## src/rtl/adc_spi_model_pkg.sv

```systemverilog
package adc_spi_model_pkg;
  localparam int FRAME_LEN = 16;
  localparam int CH_FIELD_W = 4;
  localparam int DATA_FIELD_W = 12;

  typedef struct packed {
    logic       manual;
    logic       write;
    logic [3:0] chan;
    logic       range_x2;
  } cmd_t;

  function automatic cmd_t decode_cmd(input logic [FRAME_LEN-1:0] w);
    cmd_t c;
    c.manual   = w[12];
    c.write    = w[11];
    c.chan     = w[10:7];
    c.range_x2 = w[6];
    return c;
  endfunction
endpackage

```

## src/rtl/adc_spi_conv_pipe.sv

```systemverilog
module adc_spi_conv_pipe
  import adc_spi_model_pkg::*;
#(
  parameter int NUM_CH   = 8,
  parameter int RES_BITS = 12
) (
  input  logic                         clk,
  input  logic                         rst,
  input  logic                         frame_ok,
  input  logic [3:0]                   sample_ch,
  input  logic [NUM_CH*RES_BITS-1:0]   sample_bus,
  output logic [FRAME_LEN-1:0]         out_word
);
  localparam int PAD_W = DATA_FIELD_W - RES_BITS;

  logic [RES_BITS-1:0]     smp;
  logic [DATA_FIELD_W-1:0] field;
  logic [FRAME_LEN-1:0]    conv_q;

  assign smp = sample_bus[int'(sample_ch)*RES_BITS +: RES_BITS];

  generate
    if (PAD_W == 0) begin : g_full
      assign field = smp;
    end else begin : g_pad
      assign field = {smp, {PAD_W{1'b0}}};
    end
  endgenerate

  always_ff @(posedge clk) begin
    if (rst) begin
      conv_q   <= '0;
      out_word <= '0;
    end else if (frame_ok) begin
      conv_q   <= {sample_ch, field};
      out_word <= conv_q;
    end
  end
endmodule

```

## config.mk

```make
export PLATFORM = sky130hd
export DESIGN_NAME = adc_spi_conv_pipe
export DESIGN_NICKNAME = d
export VERILOG_FILES = /design/src/rtl/adc_spi_model_pkg.sv /design/src/rtl/adc_spi_conv_pipe.sv
export SDC_FILE = /design/constraint.sdc
export NUM_CORES = 1
export LEC_CHECK = 0
export BUFFER_PORTS_ARGS = -buffer_cell sky130_fd_sc_hd__buf_2
export CAP_MARGIN = 30
export CORE_MARGIN = 2
export CORE_UTILIZATION = 43
export DETAILED_ROUTE_END_ITERATION = 8
export PLACE_DENSITY = 0.8
export SYNTH_ARGS = -nofsm -noshare
export SYNTH_HDL_FRONTEND = slang
export SYNTH_SLANG_ARGS = --single-unit
```

## constraint.sdc

```tcl
create_clock -name clk -period 1.8 [get_ports clk]
set_input_delay 0.36 -clock clk [delete_from_list [all_inputs] [get_ports clk]]
set_output_delay 0.36 -clock clk [all_outputs]
set_load 0.01 [all_outputs]
```

==> impl_metrics.toml <==
[clocking]
cts_setup_buffers = 0
clock_slew_seen_by_the_registers_of_the_worst_setup_and_hold_paths_ns = 0.06
tritoncts_num_sinks = 32
clock_path_buffers = 2
clock-root-buffer = "clkbuf_8"
cts.hold.buffers_added = 0
cts_resized = 0
htree_num_levels = 2
clock_latency_ns = 0.28
inserted_clock_buffers = 5
cts_tree = "done"

[timing]
hold_viol_final = 0
period_minus_slack_ns = 1.47
worst_max_slew_margin_expressed_relative_to_the_limit_pct = 41.1
worst_pin_slew_ns = 0.880
total_count_of_max_transition_violations_in_the_final_report = 0
fin_skew_ns = 0.00234
maximum_operating_frequency_ghz = 0.681
setup_viol = 0
rsz0062_at_grt = "false"
fin_crit_sh_pct = 81.6
timing.setup.tns_ns = 0

[detailed_routing]
first_pass_iters = 4
dr.first_iter.drc_count = 106
route.antenna.remaining_nets = 0
drc = 0
post_drt_via_cell_ratio = 5.24
num_vias = 1882
drt_total_wl_um = 5230
wl_per_cell_um = 14.6

[cells_and_area]
core_occupancy_in_the_finished_layout_pct = 61.3
n_antenna_cell = 0
multi_input_comb_area_um2 = 1200
final.fill_count = 386
post-route-cell-area_um2 = 2670
areaGrowthSynthToFinish_pct = 37.1
design.final.nets = 409
seq_area_um2 = 641
fraction_of_final_layout_cells_with_drive_strength_greater_than_1_pct = 44.6

[yosys]
synth_xor_area_share_pct = 0
post-synth-top-area-cell = "dfxtp_1"
synth_fp_nets = 290
syn-mean-instance-area_um2 = 10.4
synthAdderAreaFrac_pct = 0
synth-compound-area-share_pct = 7.71
synthDominantCellAreaShare_pct = 32.9
synth_top_family_by_area = "multiplexers"
synth.ff_latch_count = 32
synthCells = 187
synth.area.mux_share_pct = 38.2
area_of_the_mapped_netlist_um2 = 1950
synth.area.top_cells = "dfxtp_1 33%, mux2i_1 23%, mux4_1 12%, nand2b_1 7.7%, a22oi_1 4.6%"
synthDistinctLibCells = 16
seq_area_frac_synth_pct = 32.9
yosysWarningCount = 0
synth_simple_gate_area_share_pct = 15.5

[placement]
dp.final_hpwl_um = 4170
rd_place_congestion = 0.801
place_area_um2 = 2580
portBuffers = 118

[power]
power.share.switching_pct = 24.5
sequentialPowerShare_pct = 44.8
power.density_nw_per_um2 = 630
p_int_mw = 1.27
power.static_leakage_nw = 1.35
net_load_switching_power_mw = 0.413
power.share.combinational_pct = 22.5
p_clk_share_pct = 32.6
peakVddDrop_uv = 554

[global_route]
via_count_of_the_first_global_routing_pass = 1881
grt_antenna_before_repair = 0
largest_net_degree_at_the_start_of_global_routing = 33
grt-ovfl-total = 0
grt_util_all_layers_pct = 20.4
grt_first_pass_wirelength_um = 8310

[worst_setup_path]
worst_ep_arrival_time_ns = 1.61
critical_path.max_stage_delay_ns = 0.68
worst_path_dominant_cell_family = "simple AND/OR/NAND/NOR gates"
worstRegToRegCells = 2
path_cells = "buf_2, nor2_1, a22oi_1, nand3_1, a21oi_1"
worstSetupPathDepth = 5
slowest_stage = "nor2_1"
combined_buffer_and_inverter_count_along_the_critical_path = 1
worst_ep_required_time_ns = 1.94
setup.worst_path.end_class = "register"
biggest_fanout_along_the_worst_timing_path = 12
critPathLaunchType = "primary input"
worstSetupPathType = "in -> reg"

[die]
floorplan.initialDensity_pct = 44.7
fp.dieW_um = 71.3
die_area_um2 = 5080
die_h_um = 71.3
core_region_area_um2 = 4350
placementRows = 24
ios = 119

[flow_run]
max_cap_viol_count = 0

[hold_path]
hold_path.class = "in -> reg"
cell_count_of_the_worst_hold_path = 3

[status]
outcome = "complete, no violations"
[routing by layer]
layer | wire length (um) | track usage, % | up-vias
li1 | - | - | 926
met1 | 2020 | 22.6 | 848
met2 | 2650 | 37.9 | 98
met3 | 481 | 5.49 | 10
met4 | 71 | 6.29 | 0
met5 | 0 | 0 | -
[path summary, 6_finish.rpt]
| check | slack (ns) | end | start |
|---|---|---|---|
| worst min-delay path | 0.35 | conv_q[15]$_SDFFE_PP0P_ | sample_ch[3] |
| worst min register to register | 0.48 | conv_q[0]$_SDFFE_PP0P_ | conv_q[0]$_SDFFE_PP0P_ |
| worst max-delay path | 0.33 | conv_q[6]$_SDFFE_PP0P_ | sample_ch[2] |
| worst max register to register | 1.15 | out_word[11]$_SDFFE_PP0P_ | conv_q[11]$_SDFFE_PP0P_ |
[final cells by class]
cell class	count	area share, %
Multi-Input combinational cell	139	44.8
Timing Repair Buffer	128	25.4
Sequential cell	32	24.0
Clock buffer	8	3.37
Tap cell	52	2.44
[layout by cell type, fill, tap and decap left out, drive strengths merged]
cell type | Yosys | final
mux2i | 44 | 44
nor2 | 21 | 21
nand3 | 12 | 12
clkbuf | 8 | 8
mux4 | 12 | 12
nor2b | 2 | 2
a21oi | 12 | 12
nand2b | 24 | 24
a22oi | 12 | 12
buf | 8 | 128
dfxtp | 32 | 32
[Yosys cell counts]
library cell	n
a22oi_1	12
buf_6	2
clkbuf_1	8
mux2i_1	44
nand2b_1	24
nor2_1	21
dfxtp_1	32
mux4_1	9
nand3_1	12
buf_8	1
buf_12	1
buf_2	3
a21oi_1	12
mux4_2	3
buf_4	1
nor2b_1	2
[tightest hold or removal path, cell delays in order]
cell	delay, ns
buf_2	0.09
mux2i_1	0.06
nor2_1	0.08
[power groups by stage]
stage / registers [mW] / clock network [mW] / logic [mW]
after global routing: 0.758 / 0.596 / 0.414
after detailed placement: 0.770 / 0 / 0.382
final: 0.755 / 0.549 / 0.379
after floorplan: 0.770 / 0 / 0.221
after CTS: 0.755 / 0.574 / 0.383
after global placement: 0.769 / 0 / 0.372
[sequential cells by signal, summed over array words and instances, names as in the netlist]
name / flops
conv_q: 16
out_word: 16
[metrics by stage]
step	setup WS, ns	cells	power (mW)	hold slack (ns)
final	0.331	359	1.68	0.350
after global routing	0.208	359	1.77	0.363
after CTS	0.326	359	1.71	0.341
after detailed placement	0.0224	351	1.15	0.465
after global placement	0.138	351	1.14	0.460
after floorplan	0.282	187	0.991	0.429
[kinds of logic after synthesis]
| kind of cell | after synthesis |
|---|---|
| buffers and inverters | 16 |
| DFF | 32 |
| muxes | 56 |
| AOI/OAI and AO/OA | 24 |
| and+or+nand+nor | 59 |
(Power assumes the default switching activity.)
